--- config.mk ---
export PLATFORM = sky130hd
export DESIGN_NAME = pwled_serializer
export DESIGN_NICKNAME = d
export VERILOG_FILES = /design/src/rtl/pwled_pkg.sv /design/src/rtl/pwled_cell_timer.sv /design/src/rtl/pwled_pixel_shift.sv /design/src/rtl/pwled_latch_timer.sv /design/src/rtl/pwled_serializer.sv
export SDC_FILE = /design/constraint.sdc
export NUM_CORES = 1
export LEC_CHECK = 0
export ABC_AREA = 0
export BUFFER_PORTS_ARGS = -buffer_cell sky130_fd_sc_hd__clkbuf_2
export CAP_MARGIN = 10
export CORE_MARGIN = 3
export CORE_UTILIZATION = 61
export CTS_CLUSTER_DIAMETER = 30
export DETAILED_ROUTE_END_ITERATION = 8
export PLACE_DENSITY = 0.84
export SLEW_MARGIN = 20
export SYNTH_ARGS = -nofsm -noshare
export SYNTH_HDL_FRONTEND = slang
export SYNTH_SLANG_ARGS = --single-unit
--- constraint.sdc ---
create_clock -name clk -period 4.5 [get_ports clk]
set_input_delay 0.45 -clock clk [delete_from_list [all_inputs] [get_ports clk]]
set_output_delay 0.45 -clock clk [all_outputs]
set_load 0.05 [all_outputs]
--- src/rtl/pwled_pkg.sv ---
package pwled_pkg;
   typedef enum logic [1:0] {
      ST_IDLE  = 2'd0,
      ST_SEND  = 2'd1,
      ST_LATCH = 2'd2
   } pw_state_t;
endpackage

--- src/rtl/pwled_cell_timer.sv ---
module pwled_cell_timer #(
   parameter int CELL_TICKS = 10,
   parameter int ONE_HIGH   = 6,
   parameter int ZERO_HIGH  = 3
) (
   input  logic clk,
   input  logic rst_n,
   input  logic tick,
   input  logic run,
   input  logic bit_val,
   output logic cell_end,
   output logic line_hi
);
   localparam int CW = $clog2(CELL_TICKS + 1);
   localparam logic [CW-1:0] LAST_C = CW'(CELL_TICKS - 1);
   localparam logic [CW-1:0] ONE_C  = CW'(ONE_HIGH);
   localparam logic [CW-1:0] ZERO_C = CW'(ZERO_HIGH);

   logic [CW-1:0] cnt;
   logic [CW-1:0] hi_len;

   always_ff @(posedge clk) begin
      if (!rst_n || !run) begin
         cnt <= '0;
      end else if (tick) begin
         cnt <= (cnt == LAST_C) ? '0 : cnt + CW'(1);
      end
   end

   always_comb begin
      hi_len   = bit_val ? ONE_C : ZERO_C;
      cell_end = run && tick && (cnt == LAST_C);
      line_hi  = run && (cnt < hi_len);
   end

   // the tick count never leaves the cell
   p_cnt_bound_r2: assert property (@(posedge clk) disable iff (!rst_n)
      cnt <= LAST_C);

   // without a tick the count holds, unless the cell is abandoned
   p_freeze_r8: assert property (@(posedge clk) disable iff (!rst_n)
      (run && !tick) |=> (cnt == $past(cnt) || cnt == '0));
endmodule

--- src/rtl/pwled_pixel_shift.sv ---
module pwled_pixel_shift #(
   parameter int PIX_W     = 24,
   parameter bit MSB_FIRST = 1'b1
) (
   input  logic             clk,
   input  logic             rst_n,
   input  logic             load,
   input  logic [PIX_W-1:0] pix_in,
   input  logic             last_in,
   input  logic             advance,
   output logic             cur_bit,
   output logic             final_bit,
   output logic             frame_last
);
   localparam int IW = $clog2(PIX_W);
   localparam logic [IW-1:0] IDX_END = IW'(PIX_W - 1);

   logic [PIX_W-1:0] sreg;
   logic [IW-1:0]    idx;
   logic [PIX_W-1:0] shifted;

   generate
      if (MSB_FIRST) begin : g_msb
         assign shifted = {sreg[PIX_W-2:0], 1'b0};
         assign cur_bit = sreg[PIX_W-1];
      end else begin : g_lsb
         assign shifted = {1'b0, sreg[PIX_W-1:1]};
         assign cur_bit = sreg[0];
      end
   endgenerate

   always_ff @(posedge clk) begin
      if (!rst_n) begin
         sreg       <= '0;
         idx        <= '0;
         frame_last <= 1'b0;
      end else if (load) begin
         sreg       <= pix_in;
         idx        <= '0;
         frame_last <= last_in;
      end else if (advance) begin
         sreg <= shifted;
         idx  <= (idx == IDX_END) ? '0 : idx + IW'(1);
      end
   end

   assign final_bit = (idx == IDX_END);

   // bit position stays inside the pixel
   p_idx_bound_r3: assert property (@(posedge clk) disable iff (!rst_n)
      idx <= IDX_END);
endmodule

--- src/rtl/pwled_latch_timer.sv ---
module pwled_latch_timer #(
   parameter int LATCH_W = 16
) (
   input  logic               clk,
   input  logic               rst_n,
   input  logic               run,
   input  logic               tick,
   input  logic [LATCH_W-1:0] limit,
   output logic               done
);
   logic [LATCH_W-1:0] cnt;

   always_ff @(posedge clk) begin
      if (!rst_n || !run) begin
         cnt <= '0;
      end else if (tick) begin
         cnt <= cnt + LATCH_W'(1);
      end
   end

   assign done = run && tick &&
      (({1'b0, cnt} + {{LATCH_W{1'b0}}, 1'b1}) >= {1'b0, limit});
endmodule

--- src/rtl/pwled_serializer.sv ---
module pwled_serializer #(
   parameter int PIX_W           = 24,
   parameter int CELL_TICKS      = 10,
   parameter int ONE_HIGH        = 6,
   parameter int ZERO_HIGH       = 3,
   parameter int LATCH_W         = 16,
   parameter int MIN_LATCH_TICKS = 401,
   parameter bit MSB_FIRST       = 1'b1
) (
   input  logic               clk,
   input  logic               rst_n,
   input  logic               tick,
   input  logic [LATCH_W-1:0] latch_ticks,
   input  logic [PIX_W-1:0]   pix_data,
   input  logic               pix_last,
   input  logic               pix_valid,
   output logic               pix_ready,
   output logic               led_out,
   output logic               cfg_err,
   output logic               underrun
);
   import pwled_pkg::*;

   localparam logic [LATCH_W-1:0] MIN_C = LATCH_W'(MIN_LATCH_TICKS);

   generate
      if (ZERO_HIGH < 1) begin : g_bad_zero
         $error("zero-bit high width must be at least one tick");
      end
      if (ONE_HIGH <= ZERO_HIGH) begin : g_bad_one
         $error("one-bit high width must exceed zero-bit high width");
      end
      if (ONE_HIGH >= CELL_TICKS) begin : g_bad_cell
         $error("one-bit high width must leave a low part in the cell");
      end
      if (PIX_W < 2) begin : g_bad_pix
         $error("pixel width must be at least two bits");
      end
      if (MIN_LATCH_TICKS < 1 || MIN_LATCH_TICKS >= (1 << LATCH_W)) begin : g_bad_latch
         $error("minimum latch length must fit the latch field");
      end
   endgenerate

   pw_state_t state, state_nx;
   logic cfg_bad, cell_end, line_hi, cur_bit, final_bit, frame_last;
   logic latch_done, pixel_end, accept, starve;

   assign cfg_bad = (latch_ticks < MIN_C);

   pwled_cell_timer #(
      .CELL_TICKS (CELL_TICKS),
      .ONE_HIGH   (ONE_HIGH),
      .ZERO_HIGH  (ZERO_HIGH)
   ) u_cell (
      .clk      (clk),
      .rst_n    (rst_n),
      .tick     (tick),
      .run      (state == ST_SEND),
      .bit_val  (cur_bit),
      .cell_end (cell_end),
      .line_hi  (line_hi)
   );

   pwled_pixel_shift #(
      .PIX_W     (PIX_W),
      .MSB_FIRST (MSB_FIRST)
   ) u_shift (
      .clk        (clk),
      .rst_n      (rst_n),
      .load       (accept),
      .pix_in     (pix_data),
      .last_in    (pix_last),
      .advance    (cell_end),
      .cur_bit    (cur_bit),
      .final_bit  (final_bit),
      .frame_last (frame_last)
   );

   pwled_latch_timer #(
      .LATCH_W (LATCH_W)
   ) u_latch (
      .clk   (clk),
      .rst_n (rst_n),
      .run   (state == ST_LATCH),
      .tick  (tick),
      .limit (latch_ticks),
      .done  (latch_done)
   );

   always_comb begin
      pixel_end = cell_end && final_bit;
      pix_ready = !cfg_bad &&
                  ((state == ST_IDLE) ||
                   ((state == ST_SEND) && pixel_end && !frame_last));
      accept    = pix_valid && pix_ready;
      starve    = !cfg_bad && (state == ST_SEND) && pixel_end &&
                  !frame_last && !pix_valid;
   end

   always_comb begin
      state_nx = state;
      if (cfg_bad) begin
         state_nx = ST_IDLE;
      end else begin
         case (state)
            ST_IDLE:  if (accept) state_nx = ST_SEND;
            ST_SEND: begin
               if (pixel_end) begin
                  if (frame_last)  state_nx = ST_LATCH;
                  else if (accept) state_nx = ST_SEND;
                  else             state_nx = ST_IDLE;
               end
            end
            ST_LATCH: if (latch_done) state_nx = ST_IDLE;
            default:  state_nx = ST_IDLE;
         endcase
      end
   end

   always_ff @(posedge clk) begin
      if (!rst_n) begin
         state    <= ST_IDLE;
         underrun <= 1'b0;
      end else begin
         state <= state_nx;
         if (starve) underrun <= 1'b1;
      end
   end

   assign led_out = line_hi && !cfg_bad;
   assign cfg_err = cfg_bad;

   // an idle line is low
   p_idle_low_r1: assert property (@(posedge clk) disable iff (!rst_n)
      (state == ST_IDLE) |-> !led_out);

   // no pixel is taken in the middle of a pixel
   p_no_take_busy_r4: assert property (@(posedge clk) disable iff (!rst_n)
      ((state == ST_SEND) && !cell_end) |-> !pix_ready);

   // latch interval is quiet
   p_latch_quiet_r5: assert property (@(posedge clk) disable iff (!rst_n)
      (state == ST_LATCH) |-> (!led_out && !pix_ready));

   // a bad latch length disables the line and the stream
   p_cfg_blocks_r6: assert property (@(posedge clk) disable iff (!rst_n)
      cfg_err |-> (!led_out && !pix_ready));

   // a bad latch length drops any frame in progress
   p_cfg_abort_r6: assert property (@(posedge clk) disable iff (!rst_n)
      cfg_err |=> (state == ST_IDLE));

   // underrun is sticky
   p_underrun_sticky_r7: assert property (@(posedge clk) disable iff (!rst_n)
      underrun |=> underrun);
endmodule

==> impl_metrics.toml <==
[run_status]
status = "finished, final reports clean"

[clock_network]
tritoncts = "built"
postCtsHoldBufs = 0
clk_path_buf_depth = 2
cts_buffers = 5
clk_latency_ns = 0.32
htree_levels = 2
cts-root-buf = "clkbuf_8"
ctsResizeCount = 0
path_clk_slew_ns = 0.10
cts.sinks = 53
cts_setup_buffers = 0

[yosys]
synth-seq-cells = 53
async_flop_share_pct = 0
synth-seq-area-share_pct = 33.7
synth_cells = 361
synth_edf_count = 0
synthFlopType = "dfxtp_1"
synth_area_um2 = 3150
synth_nets = 425
syn_avg_cell_area_um2 = 8.73
synth.distinct_cells = 49
ys_warn_count = 0

[place]
io_buffers = 48
place_congestion = 0.827
dp_hpwl_mm = 4.68
dpl-instance-area_um2 = 3380

[worst_setup_path]
cpMostUsedCell = "ha_1"
cp_slowest_cell = "a2111oi_0"
slowest_delay_ns = 0.53
r2r-end = "state[1]"
r2r_slack_ns = 1.41
cp_data_required_time_ns = 4.71
worstSetupStartpointType = "register"
rr_worst_depth = 10
crit_fanout = 6
crit_type = "register to register"
crit_chain = "ha_1, nand3_1, nor3_1, xor2_1, ha_1, nand4_1, a2111oi_0, o21bai_1, a211oi_1, nor4_1"
worstSetupEndpointType = "register"
r2r-start = "u_latch.cnt[0]"
arrival_ns = 3.30

[sta]
rsz0062_at_grt = "false"
slew_headroom_pct = 31.3
max_slew.worst_pin.slew_ns = 1.03
whs_ns = 0.377
setup_viol = 0
drv_slew = 0
min_period_over_period_pct = 68.6
fin_crit_ns = 3.09
fin_tns_setup_ns = 0
hold_viol_final = 0
fin_skew_ns = 0.0143
max_freq_ghz = 0.324

[drt]
ant_nets = 0
drt_wl_total_mm = 6.34
drcViolationCount = 0
drt_iter0_markers = 152
dr.pass1.iters = 4
vias = 2626
routed_via_density = 5.65
post_drt_wl_per_cell_um = 13.6

[layout]
final_common_cell = "dfxtp_1"
layout.nets = 461
most-common-layout-cells = "dfxtp_1 (53), clkbuf_2 (48), nor3_1 (30)"
area_growth_pct = 10.4
diodes = 0
final_area_um2 = 3480
drive_above_1_share_pct = 19.1

[die]
rows = 25
die_x_um = 77.9
start_util_pct = 65.0
pin_count = 49
core_um2 = 4850
die_y_um = 77.9
die_area_um2 = 6070

[power_and_ir_drop]
leakage_nw = 1.38
power_density_nw_per_um2 = 256
peakVddDrop_v = 0.000273
power_mw = 0.891

[worst_hold_path]
min-delay-start = "pix_last"
worstHoldEndpoint = "u_shift.frame_last"
whs_path_depth = 3
min_path_type = "primary input to register"

[global_route]
grt_pass1_wl_mm = 11.0
grt_max_degree = 32
grt.total_usage_pct = 22.1
antenna_found_initial = 0
grt_pass1_vias = 2478
grt-ovfl-total = 0

[run]
maxCapViolCount = 0
## critical path, delay by kind of cell, from the launching register on
family	cells	cell delay, ns
simple gates	4	0.92
xor+xnor	1	0.14
fa+ha+maj	2	0.57
flops	1	0.45
compound gates	3	0.92
## layout make-up
class / instances / area (um^2)
multi-input combinational: 267 / 1910
fill: 378 / 1370
sequential: 53 / 1060
timing repair buffer: 49 / 248
tap: 67 / 83.8
clock buffer: 6 / 82.6
inverter: 21 / 78.8
clock inverter: 2 / 13.8
## kinds of logic (layout without fill, tap and decap cells)
family	Yosys count	after routing	synth area share, %
compound gates	55	55	13.4
xor+xnor	31	31	8.61
fa+ha+maj	19	19	7.54
buf+inv	41	78	5.91
flops	53	53	33.7
mux	27	27	8.61
simple gates	135	135	22.3
## through the flow
step	std cells	worst slack (ns)	util, %
5_1_grt	465	1.07	71.8
2_1_floorplan	361	1.77	-
3_5_place_dp	457	1.45	69.8
6_report	465	1.41	71.8
4_1_cts	465	1.43	71.8
3_3_place_gp	457	1.58	69.8
## cell usage after synthesis, types with 2 or more instances
cell / instances / area [um^2]
mux2i_1: 26 / 260
xnor2_1: 11 / 96.3
xor2_1: 20 / 175
or4_1: 2 / 15.0
clkbuf_1: 8 / 30.0
o21bai_1: 2 / 15.0
dfxtp_1: 53 / 1060
nor2_1: 29 / 109
nor2b_1: 5 / 31.3
buf_2: 8 / 40.0
nand3_1: 16 / 80.1
o211ai_1: 2 / 15.0
nand4_1: 10 / 62.6
nor4_1: 3 / 18.8
a211oi_1: 15 / 113
a21oi_1: 12 / 60.1
nor3b_1: 2 / 15.0
a31oi_1: 2 / 12.5
o21ai_0: 5 / 25.0
nor3_1: 30 / 150
inv_1: 19 / 71.3
ha_1: 19 / 238
and3_1: 2 / 12.5
a211oi_2: 10 / 125
nor4_2: 2 / 25.0
nand2_1: 23 / 86.3
o21ai_1: 3 / 15.0
## sequential cells by signal, summed over array words and instances, names as in the netlist
register            count
u_shift.idx             5
u_shift.sreg           24
u_latch.cnt            16
underrun                1
state                   2
u_shift.frame_last      1
u_cell.cnt              4
## report_power, final
part | total [mW] | internal (mW) | switching (mW)
combinational | 0.109 | 0.0465 | 0.0625
sequential | 0.501 | 0.489 | 0.0122
clock | 0.281 | 0.125 | 0.156
## metal layers
layer	share of wire (%)	global-route usage, %
met1	46	29.3
met2	48	35.7
met3	3.8	3.83
met4	1.8	8.92
met5	0	0
## worst max path at each step
stage                         startpoint  slack, ns   endpoint  depth (start not counted)
after floorplan                     tick       1.77  pix_ready                          4
after global placement    u_latch.cnt[0]       1.58   state[1]                         10
after detailed placement  u_latch.cnt[0]       1.45   state[1]                         10
after CTS                 u_latch.cnt[0]       1.43   state[1]                         10
after global routing      u_latch.cnt[0]       1.07   state[1]                         10
final                     u_latch.cnt[0]       1.41   state[1]                         10
Power figures use the tool's default switching activity.
